`src/rtl/fcmd_pkg.sv`:
```
package fcmd_pkg;
   localparam logic [7:0] CODE_PGM   = 8'h40;
   localparam logic [7:0] CODE_ERS   = 8'h20;
   localparam logic [7:0] CODE_CONF  = 8'hD0;
   localparam logic [7:0] CODE_OTP   = 8'hC0;
   localparam logic [7:0] CODE_CFG   = 8'h60;
   localparam logic [7:0] CODE_LK    = 8'h01;
   localparam logic [7:0] CODE_LKD   = 8'h2F;
   localparam logic [7:0] CODE_WCR   = 8'h03;
   localparam logic [7:0] CODE_RDA   = 8'hFF;
   localparam logic [7:0] CODE_RDS   = 8'h70;
   localparam logic [7:0] CODE_CLR   = 8'h50;
   localparam logic [7:0] CODE_SUS   = 8'hB0;

   localparam int STAT_W      = 8;
   localparam int BIT_READY   = 7;
   localparam int BIT_ESUS    = 6;
   localparam int BIT_SEQERR  = 4;
   localparam int BIT_PSUS    = 2;

   typedef enum logic [3:0] {
      K_BAD, K_PGM, K_ERS, K_CONF, K_OTP, K_CFG, K_LK, K_LKD,
      K_WCR, K_RDA, K_RDS, K_CLR, K_SUS
   } kind_e;

   typedef enum logic [3:0] {
      S_RDY, S_PSU, S_ESU, S_OSU, S_CSU, S_PBSY, S_EBSY, S_OBSY,
      S_CBSY, S_PSUS, S_ESUS, S_PSU_E, S_PBSY_E, S_PSUS_E, S_EDROP
   } st_e;

   typedef enum logic [2:0] {
      OP_PGM, OP_ERS, OP_OTP, OP_LOCK, OP_LDN, OP_WCFG
   } op_e;
endpackage

```
`src/rtl/fcmd_decode.sv`:
```
module fcmd_decode
   import fcmd_pkg::*;
#(
   parameter int DATA_W    = 16,
   parameter bit STRICT_HI = 1'b0
) (
   input  logic [DATA_W-1:0] data_i,
   output kind_e             kind_o
);
   logic  hi_ok;
   kind_e raw;

   initial begin : a_dec_params
      assert (DATA_W >= 8);
   end

   generate
      if (STRICT_HI && DATA_W > 8) begin : g_strict
         assign hi_ok = (data_i[DATA_W-1:8] == '0) ||
                        (data_i[DATA_W-1:8] == {(DATA_W-8){1'b1}});
      end else begin : g_loose
         assign hi_ok = 1'b1;
         if (DATA_W > 8) begin : g_drop
            logic unused_hi;
            assign unused_hi = ^data_i[DATA_W-1:8];
         end
      end
   endgenerate

   always_comb begin
      case (data_i[7:0])
         CODE_PGM:  raw = K_PGM;
         CODE_ERS:  raw = K_ERS;
         CODE_CONF: raw = K_CONF;
         CODE_OTP:  raw = K_OTP;
         CODE_CFG:  raw = K_CFG;
         CODE_LK:   raw = K_LK;
         CODE_LKD:  raw = K_LKD;
         CODE_WCR:  raw = K_WCR;
         CODE_RDA:  raw = K_RDA;
         CODE_RDS:  raw = K_RDS;
         CODE_CLR:  raw = K_CLR;
         CODE_SUS:  raw = K_SUS;
         default:   raw = K_BAD;
      endcase
      kind_o = hi_ok ? raw : K_BAD;
   end
endmodule

```
`src/rtl/fcmd_seq.sv`:
```
module fcmd_seq
   import fcmd_pkg::*;
#(
   parameter int ADDR_W = 23,
   parameter int PART_W = 4,
   parameter int DATA_W = 16
) (
   input  logic              clk_i,
   input  logic              rst_ni,
   input  logic              wr_en_i,
   input  logic [ADDR_W-1:0] wr_addr_i,
   input  logic [DATA_W-1:0] wr_data_i,
   input  kind_e             kind_i,
   input  logic              eng_done_i,
   output logic              eng_start_o,
   output logic [2:0]        eng_op_o,
   output logic [ADDR_W-1:0] eng_addr_o,
   output logic [DATA_W-1:0] eng_data_o,
   output logic              eng_suspend_o,
   output logic              eng_resume_o,
   output logic              busy_o,
   output logic              esus_o,
   output logic              psus_o,
   output logic              ev_err_o,
   output logic              ev_clr_o,
   output logic              ev_stat_o,
   output logic              ev_arr_o
);
   localparam int PART_LSB = ADDR_W - PART_W;

   st_e               st_q, st_n;
   op_e               op_q, op_n;
   logic [PART_W-1:0] part_q, wr_part;
   logic [ADDR_W-1:0] addr_q;
   logic [DATA_W-1:0] data_q;
   logic              start_q, sus_q, res_q;
   logic              start_n, sus_n, res_n;
   logic              same_part, base_st, setup_st, busy_st;
   st_e               origin;

   initial begin : a_seq_params
      assert (PART_W >= 1 && PART_W < ADDR_W);
   end

   assign wr_part   = wr_addr_i[ADDR_W-1:PART_LSB];
   assign same_part = (wr_part == part_q);
   assign origin    = (st_q == S_PSU_E) ? S_ESUS : S_RDY;

   always_comb begin
      base_st  = st_q inside {S_RDY, S_PSUS, S_ESUS, S_PSUS_E};
      setup_st = st_q inside {S_PSU, S_ESU, S_OSU, S_CSU, S_PSU_E};
      busy_st  = st_q inside {S_PBSY, S_EBSY, S_OBSY, S_CBSY, S_PBSY_E};
   end

   always_comb begin
      st_n      = st_q;
      op_n      = op_q;
      start_n   = 1'b0;
      sus_n     = 1'b0;
      res_n     = 1'b0;
      ev_err_o  = 1'b0;
      ev_clr_o  = 1'b0;
      ev_stat_o = 1'b0;
      ev_arr_o  = 1'b0;
      if (eng_done_i && busy_st) begin
         st_n = (st_q == S_PBSY_E) ? S_ESUS : S_RDY;
      end else if (wr_en_i) begin
         if (base_st) begin
            ev_arr_o  = (kind_i == K_RDA);
            ev_stat_o = !(kind_i inside {K_RDA, K_CLR});
            case (kind_i)
               K_RDA, K_RDS: ;
               K_CLR: ev_clr_o = 1'b1;
               K_PGM: begin
                  if (st_q == S_RDY)       st_n = S_PSU;
                  else if (st_q == S_ESUS) st_n = S_PSU_E;
                  else                     ev_err_o = 1'b1;
               end
               K_ERS: begin
                  if (st_q == S_RDY)       st_n = S_ESU;
                  else if (st_q == S_PSUS) st_n = S_EDROP;
                  else                     ev_err_o = 1'b1;
               end
               K_OTP: begin
                  if (st_q == S_RDY) st_n = S_OSU;
                  else               ev_err_o = 1'b1;
               end
               K_CFG: begin
                  if (st_q == S_RDY) st_n = S_CSU;
                  else               ev_err_o = 1'b1;
               end
               K_CONF: begin
                  res_n = 1'b1;
                  case (st_q)
                     S_PSUS:   st_n = S_PBSY;
                     S_ESUS:   st_n = S_EBSY;
                     S_PSUS_E: st_n = S_PBSY_E;
                     default: begin
                        res_n    = 1'b0;
                        ev_err_o = 1'b1;
                     end
                  endcase
               end
               default: ev_err_o = 1'b1;
            endcase
         end else if (setup_st) begin
            ev_stat_o = 1'b1;
            if (!same_part) begin
               ev_err_o = 1'b1;
               st_n     = origin;
            end else begin
               case (st_q)
                  S_PSU:   begin start_n = 1'b1; op_n = OP_PGM; st_n = S_PBSY; end
                  S_PSU_E: begin start_n = 1'b1; op_n = OP_PGM; st_n = S_PBSY_E; end
                  S_OSU:   begin start_n = 1'b1; op_n = OP_OTP; st_n = S_OBSY; end
                  S_ESU: begin
                     if (kind_i == K_CONF) begin
                        start_n = 1'b1; op_n = OP_ERS; st_n = S_EBSY;
                     end else begin
                        ev_err_o = 1'b1; st_n = S_RDY;
                     end
                  end
                  default: begin
                     st_n = S_CBSY;
                     case (kind_i)
                        K_LK:  begin start_n = 1'b1; op_n = OP_LOCK; end
                        K_LKD: begin start_n = 1'b1; op_n = OP_LDN;  end
                        K_WCR: begin start_n = 1'b1; op_n = OP_WCFG; end
                        default: begin ev_err_o = 1'b1; st_n = S_RDY; end
                     endcase
                  end
               endcase
            end
         end else if (st_q == S_EDROP) begin
            st_n = S_PSUS;
         end else begin
            if (kind_i == K_SUS && st_q inside {S_PBSY, S_EBSY, S_PBSY_E}) begin
               sus_n     = 1'b1;
               ev_stat_o = 1'b1;
               case (st_q)
                  S_PBSY:  st_n = S_PSUS;
                  S_EBSY:  st_n = S_ESUS;
                  default: st_n = S_PSUS_E;
               endcase
            end else if (kind_i == K_RDS) begin
               ev_stat_o = 1'b1;
            end
         end
      end
   end

   always_ff @(posedge clk_i or negedge rst_ni) begin
      if (!rst_ni) begin
         st_q    <= S_RDY;
         op_q    <= OP_PGM;
         part_q  <= '0;
         addr_q  <= '0;
         data_q  <= '0;
         start_q <= 1'b0;
         sus_q   <= 1'b0;
         res_q   <= 1'b0;
      end else begin
         st_q    <= st_n;
         op_q    <= op_n;
         start_q <= start_n;
         sus_q   <= sus_n;
         res_q   <= res_n;
         if (base_st && wr_en_i) part_q <= wr_part;
         if (start_n) begin
            addr_q <= wr_addr_i;
            data_q <= wr_data_i;
         end
      end
   end

   assign eng_start_o   = start_q;
   assign eng_suspend_o = sus_q;
   assign eng_resume_o  = res_q;
   assign eng_op_o      = op_q;
   assign eng_addr_o    = addr_q;
   assign eng_data_o    = data_q;
   assign busy_o        = busy_st;
   assign esus_o        = st_q inside {S_ESUS, S_PSU_E, S_PBSY_E, S_PSUS_E};
   assign psus_o        = st_q inside {S_PSUS, S_EDROP, S_PSUS_E};

   a_r11_drop_second: assert property (@(posedge clk_i) disable iff (!rst_ni)
      (st_q == S_EDROP && wr_en_i) |=> (st_q == S_PSUS && !eng_start_o && !eng_resume_o));
   a_r8_busy_no_start: assert property (@(posedge clk_i) disable iff (!rst_ni)
      (busy_st && wr_en_i) |=> !eng_start_o);
   a_r9_one_pulse: assert property (@(posedge clk_i) disable iff (!rst_ni)
      $onehot0({eng_start_o, eng_suspend_o, eng_resume_o}));
   a_r6_other_part: assert property (@(posedge clk_i) disable iff (!rst_ni)
      (setup_st && wr_en_i && !same_part) |=> (!eng_start_o && !busy_o));
endmodule

```
`src/rtl/fcmd_status.sv`:
```
module fcmd_status
   import fcmd_pkg::*;
(
   input  logic              clk_i,
   input  logic              rst_ni,
   input  logic              busy_i,
   input  logic              esus_i,
   input  logic              psus_i,
   input  logic              ev_err_i,
   input  logic              ev_clr_i,
   input  logic              ev_stat_i,
   input  logic              ev_arr_i,
   output logic [STAT_W-1:0] status_o,
   output logic              rd_status_o
);
   logic err_q, sel_q;

   always_ff @(posedge clk_i or negedge rst_ni) begin
      if (!rst_ni) begin
         err_q <= 1'b0;
         sel_q <= 1'b0;
      end else begin
         if (ev_err_i)      err_q <= 1'b1;
         else if (ev_clr_i) err_q <= 1'b0;
         if (ev_arr_i)       sel_q <= 1'b0;
         else if (ev_stat_i) sel_q <= 1'b1;
      end
   end

   always_comb begin
      status_o             = '0;
      status_o[BIT_READY]  = !busy_i;
      status_o[BIT_ESUS]   = esus_i;
      status_o[BIT_SEQERR] = err_q;
      status_o[BIT_PSUS]   = psus_i;
   end
   assign rd_status_o = sel_q;

   a_r7_clear_drops_err: assert property (@(posedge clk_i) disable iff (!rst_ni)
      (ev_clr_i && !ev_err_i) |=> !status_o[BIT_SEQERR]);
   a_r13_array_sel: assert property (@(posedge clk_i) disable iff (!rst_ni)
      ev_arr_i |=> !rd_status_o);
endmodule

```
`src/rtl/flash_cmd_fsm.sv`:
```
module flash_cmd_fsm
   import fcmd_pkg::*;
#(
   parameter int ADDR_W    = 23,
   parameter int PART_W    = 4,
   parameter int DATA_W    = 16,
   parameter bit STRICT_HI = 1'b0
) (
   input  logic              clk,
   input  logic              rst_n,
   input  logic              wr_en,
   input  logic [ADDR_W-1:0] wr_addr,
   input  logic [DATA_W-1:0] wr_data,
   input  logic              eng_done,
   output logic              eng_start,
   output logic [2:0]        eng_op,
   output logic [ADDR_W-1:0] eng_addr,
   output logic [DATA_W-1:0] eng_data,
   output logic              eng_suspend,
   output logic              eng_resume,
   output logic              rd_status,
   output logic [7:0]        status
);
   kind_e kind;
   logic  busy, esus, psus, ev_err, ev_clr, ev_stat, ev_arr;

   fcmd_decode #(.DATA_W(DATA_W), .STRICT_HI(STRICT_HI)) u_dec (
      .data_i (wr_data),
      .kind_o (kind)
   );

   fcmd_seq #(.ADDR_W(ADDR_W), .PART_W(PART_W), .DATA_W(DATA_W)) u_seq (
      .clk_i         (clk),
      .rst_ni        (rst_n),
      .wr_en_i       (wr_en),
      .wr_addr_i     (wr_addr),
      .wr_data_i     (wr_data),
      .kind_i        (kind),
      .eng_done_i    (eng_done),
      .eng_start_o   (eng_start),
      .eng_op_o      (eng_op),
      .eng_addr_o    (eng_addr),
      .eng_data_o    (eng_data),
      .eng_suspend_o (eng_suspend),
      .eng_resume_o  (eng_resume),
      .busy_o        (busy),
      .esus_o        (esus),
      .psus_o        (psus),
      .ev_err_o      (ev_err),
      .ev_clr_o      (ev_clr),
      .ev_stat_o     (ev_stat),
      .ev_arr_o      (ev_arr)
   );

   fcmd_status u_stat (
      .clk_i       (clk),
      .rst_ni      (rst_n),
      .busy_i      (busy),
      .esus_i      (esus),
      .psus_i      (psus),
      .ev_err_i    (ev_err),
      .ev_clr_i    (ev_clr),
      .ev_stat_i   (ev_stat),
      .ev_arr_i    (ev_arr),
      .status_o    (status),
      .rd_status_o (rd_status)
   );

   a_r12_done_to_ready: assert property (@(posedge clk) disable iff (!rst_n)
      (eng_done && !status[BIT_READY]) |=> (status[BIT_READY] && !eng_suspend));
   a_r2_start_is_busy: assert property (@(posedge clk) disable iff (!rst_n)
      eng_start |-> !status[BIT_READY]);
   a_r9_suspend_state: assert property (@(posedge clk) disable iff (!rst_n)
      eng_suspend |-> (status[BIT_READY] && (status[BIT_PSUS] || status[BIT_ESUS])));
   a_r7_err_from_write: assert property (@(posedge clk) disable iff (!rst_n)
      $rose(status[BIT_SEQERR]) |-> $past(wr_en));
endmodule

```
`config.mk`:
```
export PLATFORM = sky130hd
export DESIGN_NAME = flash_cmd_fsm
export DESIGN_NICKNAME = d
export VERILOG_FILES = /design/src/rtl/fcmd_pkg.sv /design/src/rtl/fcmd_decode.sv /design/src/rtl/fcmd_seq.sv /design/src/rtl/fcmd_status.sv /design/src/rtl/flash_cmd_fsm.sv
export SDC_FILE = /design/constraint.sdc
export NUM_CORES = 1
export LEC_CHECK = 0
export BUFFER_PORTS_ARGS = -buffer_cell sky130_fd_sc_hd__buf_2
export CORE_ASPECT_RATIO = 0.8
export CORE_MARGIN = 3
export CORE_UTILIZATION = 53
export CTS_BUF_LIST = sky130_fd_sc_hd__clkbuf_4
export DETAILED_ROUTE_END_ITERATION = 8
export PLACE_DENSITY_LB_ADDON = 0.05
export SKIP_CTS_REPAIR_TIMING = 1
export SYNTH_ARGS = -nofsm -noshare
export SYNTH_HDL_FRONTEND = slang
export SYNTH_SLANG_ARGS = --single-unit
export TNS_END_PERCENT = 50
```
`constraint.sdc`:
```
create_clock -name clk -period 3.75 [get_ports clk]
set_input_delay 0 -clock clk [delete_from_list [all_inputs] [get_ports clk]]
set_output_delay 0 -clock clk [all_outputs]
set_load 0.01 [all_outputs]
```
==> out/qor.csv <==
stage;metric;value;unit
run_status;status;finished clean;
synth;postSynthCellCount;314;
synth;area_share_of_the_leading_cell_type_in_the_synthesized_netlist;0.4202;
setup_path;critPathLaunchType;flip-flop;
synth;yosys_warnings;0;
global_routing;grt_antenna_before_repair;0;
synth;ys_ff_latch;55;
min_path;classification_of_the_worst_slack_hold_path;in2async;
clocking;clk_latency;0.37;ns
sta;tightest_slew_margin_relative_to_the_limit;0.5343;
drt;dr.pass1.iters;5;
setup_path;cp_max_fo;17;
layout;final_area;4151;sq um
drt;via_count;2880;
synth;ys_async_sr_fraction;1.000;
sta;finalSetupViolCount;0;
drt;vias_per_cell;5.669;
drt;drc_violations_left;0;
setup_path;worstRegToRegCells;7;
sta;postLayoutSetupSlackWorst;0.9296;ns
drt;drtAntennaViolNets;0;
place;placed_cells;463;
drt;drtIter0Drc;285;
synth;synth-edff-count;0;
setup_path;worstPathBufferInverterCount;2;
die;fp.dieArea;7166;sq um
place;placed_cell_area;3725;sq um
global_routing;track_usage;0.2171;
global_routing;grt_pass1_wl;12490;microns
setup_path;worstPathCellList;buf_4, or4_1, a22o_1, a22oi_2, inv_1, a2111oi_0, o21ai_0;
sta;finalWorstPathRequiredPeriod;2.820;ns
die;die-height;76.32;microns
sta;worst_pin_slew;0.6809;ns
setup_path;cp_slowest_stage_delay;0.61;ns
die;die_w;93.90;microns
sta;finClkSkew;0.003744;ns
drt;per_cell_routed_wire_length;16.32;microns
layout;post_route_cells_drive_above_1_share;0.3047;
die;placeableCoreArea;5705;sq um
setup_path;path_depth;7;
setup_path;endpoint_kind;flip-flop;
place;port_buffers;92;
sta;finalSetupTns;0;ns
power;power_leakage;2.027;nW
layout;fillCellCount;449;
synth;yosysSeqAreaShare;0.4202;
layout;antenna-diode-count;0;
global_routing;grt_max_degree;44;
place;dp_slack;1.004;ns
setup_path;cp_data_arrival_time;3.06;ns
setup_path;timing.critical_path.max_delay_family;compound AO/OA/AOI/OAI gates;
clocking;cts_buffers;5;
clocking;cts-root-buf;clkbuf_4;
setup_path;slowest_stage;a2111oi_0;
clocking;cts_tree;built;
setup_path;setup.worst_path.class;reg2reg;
power;powerDensity;608.6;nW/um^2
synth;synth_cell_types;75;
sta;slew_violations;0;
synth;netlist_area_pre_place;3276;sq um
run;cap_violations;0;
setup_path;cp.required;3.99;ns
sta;rsz0062_at_grt;false;
global_routing;overflow;0;
layout;instances_no_fill;508;
sta;hold_violations;0;
place;detailedPlacementHpwl;5674;microns
synth;postSynthAreaPerCell;10.43;sq um
die;placementRows;24;
layout;p_r_area_growth_vs_syn;26.74;%
clocking;clockBufferDepth;2;
die;initial_core_util;0.5741;
layout;fin_nets;472;
drt;totalWireLength;8292;microns
synth;synthTopCellsByArea;dfrtp_1, mux2_1, buf_4, mux2_2, nor2_1;
synth;yosys_most_used_dff;dfrtp_1;
synth;synth_top_cell_by_area;dfrtp_1;
die;io-pin-count;97;
sta;max_clock_freq;0.3546;GHz
place;gp_congestion;0.9646;
sta;fin_crit_sh;0.7521;
clocking;clkTransAtPathRegs;0.15;ns
clocking;clock_sinks;55;
clocking;htree_levels;2;
power;vdd_drop_max;0.4212;mV
global_routing;vias_in_the_first_global_route;2544;
cells in the mapped netlist (3+ instances only):
| master | count |
|---|---|
| dfrtp_1 | 55 |
| mux2_1 | 36 |
| nor2_1 | 20 |
| nand2_1 | 15 |
| o21ai_0 | 14 |
| clkbuf_1 | 13 |
| buf_4 | 11 |
| a21oi_1 | 10 |
| inv_1 | 10 |
| mux2_2 | 7 |
| nor3_1 | 7 |
| nor2b_1 | 6 |
| xor2_1 | 5 |
| nor3b_1 | 4 |
| o211ai_1 | 4 |
| a31oi_1 | 3 |
| and2_1 | 3 |
| and3_1 | 3 |
| buf_2 | 3 |
| nand2b_1 | 3 |
| nand3_1 | 3 |
| nor4_1 | 3 |
| nor4bb_1 | 3 |
| o21a_1 | 3 |
| o22ai_1 | 3 |
| o31ai_1 | 3 |
| o32a_1 | 3 |
worst register-to-register path, stage by stage (launching register included):
cell	delay (ns)
dfrtp_1	0.53
buf_4	0.25
or4_1	0.57
a22o_1	0.21
a22oi_2	0.29
inv_1	0.07
a2111oi_0	0.61
o21ai_0	0.16
area by class of cell:
| class | count | area, sq um | area share |
|---|---|---|---|
| clock buffers | 5 | 37.54 | 0.009042 |
| multi-input cells | 222 | 1708 | 0.4114 |
| repair buffers | 135 | 875.8 | 0.2110 |
| flip-flops and latches | 55 | 1376 | 0.3315 |
| clock inverters | 3 | 18.77 | 0.004521 |
| well taps | 78 | 97.59 | 0.02351 |
| inverters | 10 | 37.54 | 0.009042 |
routing by layer:
layer | GRT usage | vias to the layer above | wire [microns]
li1 | - | 1374 | -
met1 | 0.3025 | 1367 | 3491
met2 | 0.3260 | 130 | 3986
met3 | 0.08095 | 9 | 745
met4 | 0.04185 | 0 | 68
met5 | 0 | - | 0
cell families (layout without fill, tap and decap cells):
kind of cell	after synthesis	count (layout)	synth area share
buffers and inverters	40	153	0.06188
DFF	55	55	0.4202
and+or+nand+nor	94	94	0.1772
muxes	44	44	0.1524
AOI/OAI and AO/OA	73	73	0.1685
xor gates and xnor gates	7	7	0.01872
other	1	4	0.001145
through the flow:
| step | power [mW] | hold slack, ns | util |
|---|---|---|---|
| finish | 2.527 | 0.1088 | 0.7276 |
| global route | 2.733 | 0.1251 | 0.7276 |
| CTS | 2.493 | -0.4288 | 0.6627 |
| detailed placement | 2.232 | -0.004835 | 0.6529 |
| global placement | 2.206 | 0.004363 | 0.6529 |
| floorplan | 1.832 | -0.2956 | - |
registers in the layout, summed over array words and instances (netlist names):
name and flops:
u_seq.eng_addr_o 23, u_seq.eng_data_o 16, u_seq.part_q 4, u_seq.st_q 4
u_seq.eng_op_o 3, u_seq.eng_resume_o 1, u_seq.eng_start_o 1, u_seq.eng_suspend_o 1
u_stat.err_q 1, u_stat.rd_status_o 1
placed cells by master, fill, tap and decap left out, drive strengths merged, types with 4 or more instances in the layout:
cell,Yosys,final
nor2,22,22
nor3b,4,4
dfrtp,55,55
clkbuf,13,5
o31ai,4,4
nor4,5,5
nor3,8,8
o21ai,16,16
nor2b,6,6
xor2,5,5
buf,17,98
conb,1,4
dlygate4sd3,0,37
o211ai,4,4
a31oi,4,4
inv,10,11
mux2,44,44
nand2,15,15
a21oi,10,10
final timing paths:
kind	start	end	slack (ns)
min reg2reg	u_seq.eng_addr_o[1]	u_seq.eng_addr_o[1]	0.50
max reg2reg	u_seq.st_q[1]	u_stat.err_q	0.93
max in group asynchronous	rst_n	u_seq.eng_data_o[2]	2.86
max	u_seq.st_q[1]	u_stat.err_q	0.93
min in group clk	wr_data[7]	u_seq.eng_data_o[7]	0.12
min	rst_n	u_seq.st_q[2]	0.11
power breakdown:
part	total [mW]	internal [mW]	switching, mW
Sequential	0.995	0.815	0.180
Combinational	1.27	0.591	0.684
Clock	0.257	0.0740	0.183
Total	2.53	1.48	1.05
Note: power is estimated with default switching activity, not from simulation.
